[src/rtl/ardma_pkg.sv]
package ardma_pkg;
    localparam int NDIR       = 2;
    localparam int REG_AW     = 5;
    localparam int DIR_STRIDE = 16;
    localparam int CB_EN      = 0;
    localparam int CB_STOP    = 1;
    localparam int CB_AUTO    = 2;
    localparam int CB_ALIGN   = 8;

    typedef enum logic [REG_AW-1:0] {
        OFS_TX_BASE = 5'h00,
        OFS_RX_BASE = 5'h04,
        OFS_TX_LEN  = 5'h08,
        OFS_RX_LEN  = 5'h0C,
        OFS_CTRL    = 5'h10,
        OFS_TX_CUR  = 5'h14,
        OFS_RX_CUR  = 5'h18
    } reg_ofs_e;
endpackage

[src/rtl/ring_dir_seq.sv]
module ring_dir_seq #(
    parameter int AW   = 32,
    parameter int CW   = 26,
    parameter int BEAT = 4
) (
    input  logic          clk,
    input  logic          rst_n,
    input  logic          start_i,
    input  logic          stop_i,
    input  logic          auto_i,
    input  logic [AW-1:0] base_i,
    input  logic [CW-1:0] len_i,
    input  logic          ack_i,
    output logic          req_o,
    output logic [AW-1:0] addr_o,
    output logic [CW-1:0] cnt_o,
    output logic          half_o,
    output logic          full_o
);
    localparam int SW = CW + 1;

    typedef struct packed {
        logic          active;
        logic [AW-1:0] addr;
        logic [CW-1:0] cnt;
        logic          half;
        logic          full;
    } st_t;

    st_t           q, d;
    logic [SW-1:0] nxt;
    logic [CW-1:0] mid;
    logic          beat;

    always_comb begin
        d      = q;
        d.half = 1'b0;
        d.full = 1'b0;
        beat   = q.active && ack_i;
        nxt    = {1'b0, q.cnt} + SW'(BEAT);
        mid    = len_i >> 1;
        if (stop_i) begin
            d.active = 1'b0;
            d.cnt    = '0;
        end else if (start_i && !q.active) begin
            d.active = 1'b1;
            d.addr   = base_i;
            d.cnt    = '0;
        end else if (beat) begin
            if (nxt >= {1'b0, len_i}) begin
                d.full   = 1'b1;
                d.cnt    = '0;
                d.addr   = base_i;
                d.active = auto_i;
            end else begin
                d.half = (q.cnt < mid) && (nxt >= {1'b0, mid});
                d.cnt  = nxt[CW-1:0];
                d.addr = q.addr + AW'(BEAT);
            end
        end
    end

    always_ff @(posedge clk) begin
        if (!rst_n) q <= '0;
        else        q <= d;
    end

    assign req_o  = q.active;
    assign addr_o = q.addr;
    assign cnt_o  = q.cnt;
    assign half_o = q.half;
    assign full_o = q.full;

    AST_EVT_AFTER_BEAT: assert property (@(posedge clk) disable iff (!rst_n)
        (half_o || full_o) |-> $past(req_o && ack_i));
    AST_ADDR_HOLD: assert property (@(posedge clk) disable iff (!rst_n)
        (req_o && !ack_i && !stop_i) |=> $stable(addr_o));
    AST_STOP_NOW: assert property (@(posedge clk) disable iff (!rst_n)
        stop_i |=> (!req_o && !half_o && !full_o));
    AST_WRAP_BASE: assert property (@(posedge clk) disable iff (!rst_n)
        full_o |-> (cnt_o == '0 && addr_o == $past(base_i)));
    AST_NOAUTO_IDLE: assert property (@(posedge clk) disable iff (!rst_n)
        (full_o && !$past(auto_i)) |-> !req_o);
endmodule

[src/rtl/audio_ring_dma.sv]
module audio_ring_dma #(
    parameter int CW = 26
) (
    input  logic        clk,
    input  logic        rst_n,
    input  logic        reg_wr,
    input  logic [4:0]  reg_addr,
    input  logic [31:0] reg_wdata,
    output logic [31:0] reg_rdata,
    output logic        tx_req,
    output logic [31:0] tx_addr,
    input  logic        tx_ack,
    output logic        rx_req,
    output logic [31:0] rx_addr,
    input  logic        rx_ack,
    output logic [3:0]  evt
);
    import ardma_pkg::*;

    localparam int AW = 32;

    typedef struct packed {
        logic [NDIR-1:0][AW-1:0] base;
        logic [NDIR-1:0][CW-1:0] len;
        logic [NDIR-1:0]         autor;
        logic [NDIR-1:0][1:0]    align;
    } regs_t;

    regs_t                   q, d;
    logic [NDIR-1:0]         start_w, stop_w, req_w, half_w, full_w, ack_w;
    logic [NDIR-1:0][AW-1:0] addr_w;
    logic [NDIR-1:0][CW-1:0] cnt_w;

    assign ack_w = {rx_ack, tx_ack};

    always_comb begin
        d       = q;
        start_w = '0;
        stop_w  = '0;
        if (reg_wr) begin
            case (reg_addr)
                OFS_TX_BASE: d.base[0] = {reg_wdata[31:2], 2'b00};
                OFS_RX_BASE: d.base[1] = {reg_wdata[31:2], 2'b00};
                OFS_TX_LEN:  d.len[0]  = {reg_wdata[CW-1:2], 2'b00};
                OFS_RX_LEN:  d.len[1]  = {reg_wdata[CW-1:2], 2'b00};
                OFS_CTRL: begin
                    for (int i = 0; i < NDIR; i++) begin
                        start_w[i]  = reg_wdata[i*DIR_STRIDE+CB_EN];
                        stop_w[i]   = reg_wdata[i*DIR_STRIDE+CB_STOP];
                        d.autor[i]  = reg_wdata[i*DIR_STRIDE+CB_AUTO];
                        d.align[i]  = reg_wdata[i*DIR_STRIDE+CB_ALIGN +: 2];
                    end
                end
                default: ;
            endcase
        end
    end

    always_ff @(posedge clk) begin
        if (!rst_n) q <= '0;
        else        q <= d;
    end

    always_comb begin
        reg_rdata = '0;
        case (reg_addr)
            OFS_TX_BASE: reg_rdata = q.base[0];
            OFS_RX_BASE: reg_rdata = q.base[1];
            OFS_TX_LEN:  reg_rdata = 32'(q.len[0]);
            OFS_RX_LEN:  reg_rdata = 32'(q.len[1]);
            OFS_TX_CUR:  reg_rdata = 32'(cnt_w[0]);
            OFS_RX_CUR:  reg_rdata = 32'(cnt_w[1]);
            OFS_CTRL: begin
                for (int i = 0; i < NDIR; i++) begin
                    reg_rdata[i*DIR_STRIDE+CB_EN]         = req_w[i];
                    reg_rdata[i*DIR_STRIDE+CB_AUTO]       = q.autor[i];
                    reg_rdata[i*DIR_STRIDE+CB_ALIGN +: 2] = q.align[i];
                end
            end
            default: ;
        endcase
    end

    for (genvar g = 0; g < NDIR; g++) begin : g_dir
        ring_dir_seq #(.AW(AW), .CW(CW), .BEAT(4)) u_seq (
            .clk     (clk),
            .rst_n   (rst_n),
            .start_i (start_w[g]),
            .stop_i  (stop_w[g]),
            .auto_i  (q.autor[g]),
            .base_i  (q.base[g]),
            .len_i   (q.len[g]),
            .ack_i   (ack_w[g]),
            .req_o   (req_w[g]),
            .addr_o  (addr_w[g]),
            .cnt_o   (cnt_w[g]),
            .half_o  (half_w[g]),
            .full_o  (full_w[g])
        );
        assign evt[2*g]   = half_w[g];
        assign evt[2*g+1] = full_w[g];
    end

    assign tx_req  = req_w[0];
    assign rx_req  = req_w[1];
    assign tx_addr = addr_w[0];
    assign rx_addr = addr_w[1];

    AST_LEN_ALIGNED: assert property (@(posedge clk) disable iff (!rst_n)
        (q.len[0][1:0] == 2'b00) && (q.len[1][1:0] == 2'b00));
endmodule

[config.mk]
export PLATFORM = sky130hd
export DESIGN_NAME = audio_ring_dma
export DESIGN_NICKNAME = d
export VERILOG_FILES = /design/src/rtl/ardma_pkg.sv /design/src/rtl/ring_dir_seq.sv /design/src/rtl/audio_ring_dma.sv
export SDC_FILE = /design/constraint.sdc
export NUM_CORES = 1
export LEC_CHECK = 0
export BUFFER_PORTS_ARGS = -buffer_cell sky130_fd_sc_hd__buf_2
export CORE_MARGIN = 2
export CORE_UTILIZATION = 61
export DETAILED_ROUTE_END_ITERATION = 6
export GPL_TIMING_DRIVEN = 0
export HOLD_SLACK_MARGIN = 0.12
export PLACE_DENSITY = 0.82
export SLEW_MARGIN = 40
export SYNTH_ARGS = -nofsm -noshare
export SYNTH_HDL_FRONTEND = slang
export SYNTH_SLANG_ARGS = --single-unit
[constraint.sdc]
create_clock -name clk -period 5.4 [get_ports clk]
set_clock_uncertainty 0.1 [all_clocks]
set_input_delay 1.08 -clock clk [delete_from_list [all_inputs] [get_ports clk]]
set_output_delay 1.08 -clock clk [all_outputs]
set_load 0.05 [all_outputs]
==> summary.txt <==
Outcome
  – Status: complete, but fails checks
  – Failing checks: DRC

Critical path
  – Slowest-stage cell, CP: dfxtp_1
  – End of the worst register-to-register path: g_dir[0].u_seq.addr_o[14]
  – CP Launch Type: flip-flop
  – Critical path arrival: 5.57 ns
  – R2R depth: 16
  – CP bufs+invs: 2
  – Critical path class: reg -> reg
  – CP Cell Sequence: ha_1, nand3_1, nor4_4, and2_1, nand4_1, xnor2_1, ha_1, nand2_1, o21ai_0, nor3_1, a31oi_1, clkbuf_1, nor3_1, clkbuf_4, a221oi_1, nor2_1
  – Max FO, Critical Path: 19
  – Largest delay share family, worst path: simple AND/OR/NAND/NOR gates
  – CP required: 5.73 ns
  – FF-to-FF setup slack: 0.17 ns
  – Slowest stage delay, CP: 0.57 ns
  – RR Startpoint: g_dir[0].u_seq.cnt_o[2]
  – CP Capture Type: flip-flop

Flow run
  – Max_cap viols: 0

Yosys
  – Synth warn: 0
  – Largest cells by area after synthesis: dfxtp_1 (30%), ha_1 (12%), nand2_1 (8.3%)
  – Primary FF master, synth: dfxtp_1
  – Distinct cells, synth: 82
  – #FFs+latches synth: 232
  – Most instantiated cells after synthesis: nand2_1 (341), dfxtp_1 (232), a21oi_1 (211), ha_1 (146), nor2_1 (98)
  – EDFF count, synth: 0
  – Async SR Flop Fraction: 0
  – Mapped Cells: 1,976
  – Cell with the most instances after synthesis: nand2_1
  – Largest area contributor in the netlist: dfxtp_1
  – Post-Syn Area: 15,500 um2
  – Share of the synthesized area in the top cell type: 0.300
  – Seq/Total Area, Yosys: 0.300
  – Syn_area_per_cell: 7.82 um2

Floorplanning
  – Row cnt: 58
  – Die Ht: 163 um
  – Die Area: 26,600 um2
  – Chip width: 163 um
  – Starting density of the core: 0.617
  – IO Count: 144
  – Core area: 25,000 um2

Placement
  – PortBufs: 136
  – Placed cell area: 16,600 um2
  – Detailed placement HPWL: 48,000 um
  – Placed Instances: 2,445
  – Placer congestion estimate: 1.07

Detailed routing
  – Via count: 17,000
  – Initial drt markers: 2,830
  – Final ANT Viol Nets: 0
  – Vias per cell: 6.84
  – Remaining routing DRC violations: 16
  – Routed WL: 61,900 um
  – Number of detailed-routing iterations run before antenna repair: 7
  – Wire length per cell: 24.8 um

Clocking
  – # H-tree levels: 1
  – Clock transition at path regs: 0.06 ns
  – Clock sinks: 232
  – CTS root buf: clkbuf_16
  – Setup bufs post-CTS: 0
  – Clock latency on the worst-skew pair: 0.56 ns
  – Bufs on Longest Clock Path: 3
  – CTS tree: built
  – Hold Buf Count CTS: 0
  – TritonCTS Buffers: 27

Timing
  – Slew HR: 0.381
  – Final Hold Vio Count: 0
  – Least-Margin Pin Slew: 0.929 ns
  – Final Max Tran Viols: 0
  – Max Freq: 0.191 GHz
  – Min cycle time layout: 5.23 ns
  – Setup-failing EPs final: 0
  – RSZ-0062 raised after global routing: no
  – Final period util: 0.969

Layout
  – Share of layout cells above drive strength 1: 0.113
  – Multi-input gate area: 10,000 um2
  – Nets: 2,332
  – Filler cell count: 2,130
  – Cell area after layout: 17,500 um2
  – Finished Layout Cells: 2,493
  – Register area: 4640 um2
  – Area grow syn2layout: 13.3%

Global routing
  – Antenna violations before repair: 0
  – First-pass GRT wire length: 91,900 um
  – Total GRT Usage: 0.453
  – GR met1 Demand/Resource: 0.577
  – Global routing's busiest layer: met2
  – Met2 Use GR: 0.679
  – Largest net degree at the start of global routing: 20
  – Vias in the first global route: 15,800
  – GR Util met3: 0.124
  – GR Overflow Total: 0

Pwr
  – Pwr Density: 223 nW/um2
  – Static leakage: 7.16 nW
  – VDD IR max: 226 uV

Worst hold path
  – Worst Hold Class: reg -> reg
  – Worst Hold Depth: 2
  – Worst Hold Path EP: q[1]
  – Hold path start: q[1]
[through the flow]
stage | power, mW | TNS [ns] | utilization | worst slack, ns | hold slack [ns]
floorplan | 1.90 | 0 | - | 1.02 | 0.335
detailed placement | 2.01 | -0.00701 | 0.662 | -0.00701 | 0.348
finish | 3.90 | 0 | 0.699 | 0.165 | 0.353
global route | 3.95 | 0 | 0.699 | 0.0281 | 0.371
CTS | 3.86 | 0 | 0.698 | 0.00167 | 0.355
global placement | 2.01 | 0 | 0.662 | 0.0000515 | 0.342
[how the worst max path moves through the flow]
stage | startpoint | cells past startpoint | slack (ns) | endpoint
finish | g_dir[0].u_seq.cnt_o[2] | 16 | 0.17 | g_dir[0].u_seq.addr_o[14]
global route | g_dir[0].u_seq.cnt_o[2] | 16 | 0.03 | g_dir[0].u_seq.cnt_o[3]
CTS | g_dir[0].u_seq.cnt_o[2] | 15 | 0.002 | g_dir[0].u_seq.cnt_o[23]
detailed placement | g_dir[0].u_seq.cnt_o[2] | 17 | -0.007 | g_dir[0].u_seq.addr_o[28]
global placement | g_dir[0].u_seq.cnt_o[8] | 15 | 0.00005 | g_dir[0].u_seq.cnt_o[2]
floorplan | reg_addr[4] | 5 | 1.02 | reg_rdata[16]
[report_power, final]
part	internal, mW	switching [mW]	leakage, nW	total (mW)
combinational	0.0637	0.202	4.86	0.266
clock	1.11	0.793	0.433	1.90
sequential	1.72	0.0120	1.87	1.73
total	2.89	1.01	7.16	3.90
[worst reg2reg max path, cell delays in order, from the launching register on]
cell	delay, ns
dfxtp_1	0.57
ha_1	0.31
nand3_1	0.17
nor4_4	0.46
and2_1	0.28
nand4_1	0.14
xnor2_1	0.21
ha_1	0.32
nand2_1	0.06
o21ai_0	0.53
nor3_1	0.17
a31oi_1	0.35
clkbuf_1	0.52
nor3_1	0.12
clkbuf_4	0.32
a221oi_1	0.42
nor2_1	0.09
[sequential cells by signal, summed over array words and instances, names as in the netlist]
signal	cells
g_dir.u_seq.req_o	2
g_dir.u_seq.half_o	2
q	114
g_dir.u_seq.addr_o	60
g_dir.u_seq.full_o	2
g_dir.u_seq.cnt_o	52
[kinds of logic after synthesis]
logic type / count (synthesis) / share of synthesized area
AOI/OAI and AO/OA: 547 / 0.231
DFF: 232 / 0.300
adders and majority gates: 146 / 0.118
buffers and inverters: 202 / 0.0543
xor gates and xnor gates: 66 / 0.0374
other: 1 / 0.000243
and+or+nand+nor: 729 / 0.224
muxes: 53 / 0.0344
[placed cells by master, fill, tap and decap left out, drive strengths merged, types with 16 or more instances in the layout]
cell	netlist	final
nand2	341	341
dfxtp	232	232
a21oi	211	211
buf	42	177
ha	146	146
clkbuf	89	128
nor2	99	99
o21ai	79	79
nand3	78	78
inv	71	73
mux2i	52	52
nand4	39	39
nor3	37	37
xnor2	36	36
and3	33	33
xor2	30	30
a21o	30	30
o22ai	27	27
a22oi	24	24
nor4	20	20
a32o	18	18
a221o	17	17
a31oi	16	16
[metal layers]
| metal | part of all wire | wire length (um) |
|---|---|---|
| met3 | 0.15 | 9040 |
| met2 | 0.41 | 25700 |
| met1 | 0.37 | 22800 |
| met4 | 0.072 | 4430 |
| met5 | 0 | 0 |
[what timing repair did]
item,CTS,global route
gates resized for setup,0,10
gates cloned,0,0
setup endpoints to repair,1,55
pin swaps,0,0
[cell type report]
cell class / instances / area share
repair buffers: 137 / 0.0395
diodes: 1 / 0.000143
clock inverters: 9 / 0.00629
plain buffers: 130 / 0.0330
well taps: 330 / 0.0236
multi-input cells: 1545 / 0.572
inverters: 71 / 0.0152
flip-flops and latches: 232 / 0.265
clock buffers: 38 / 0.0449
Power figures use the tool's default switching activity.
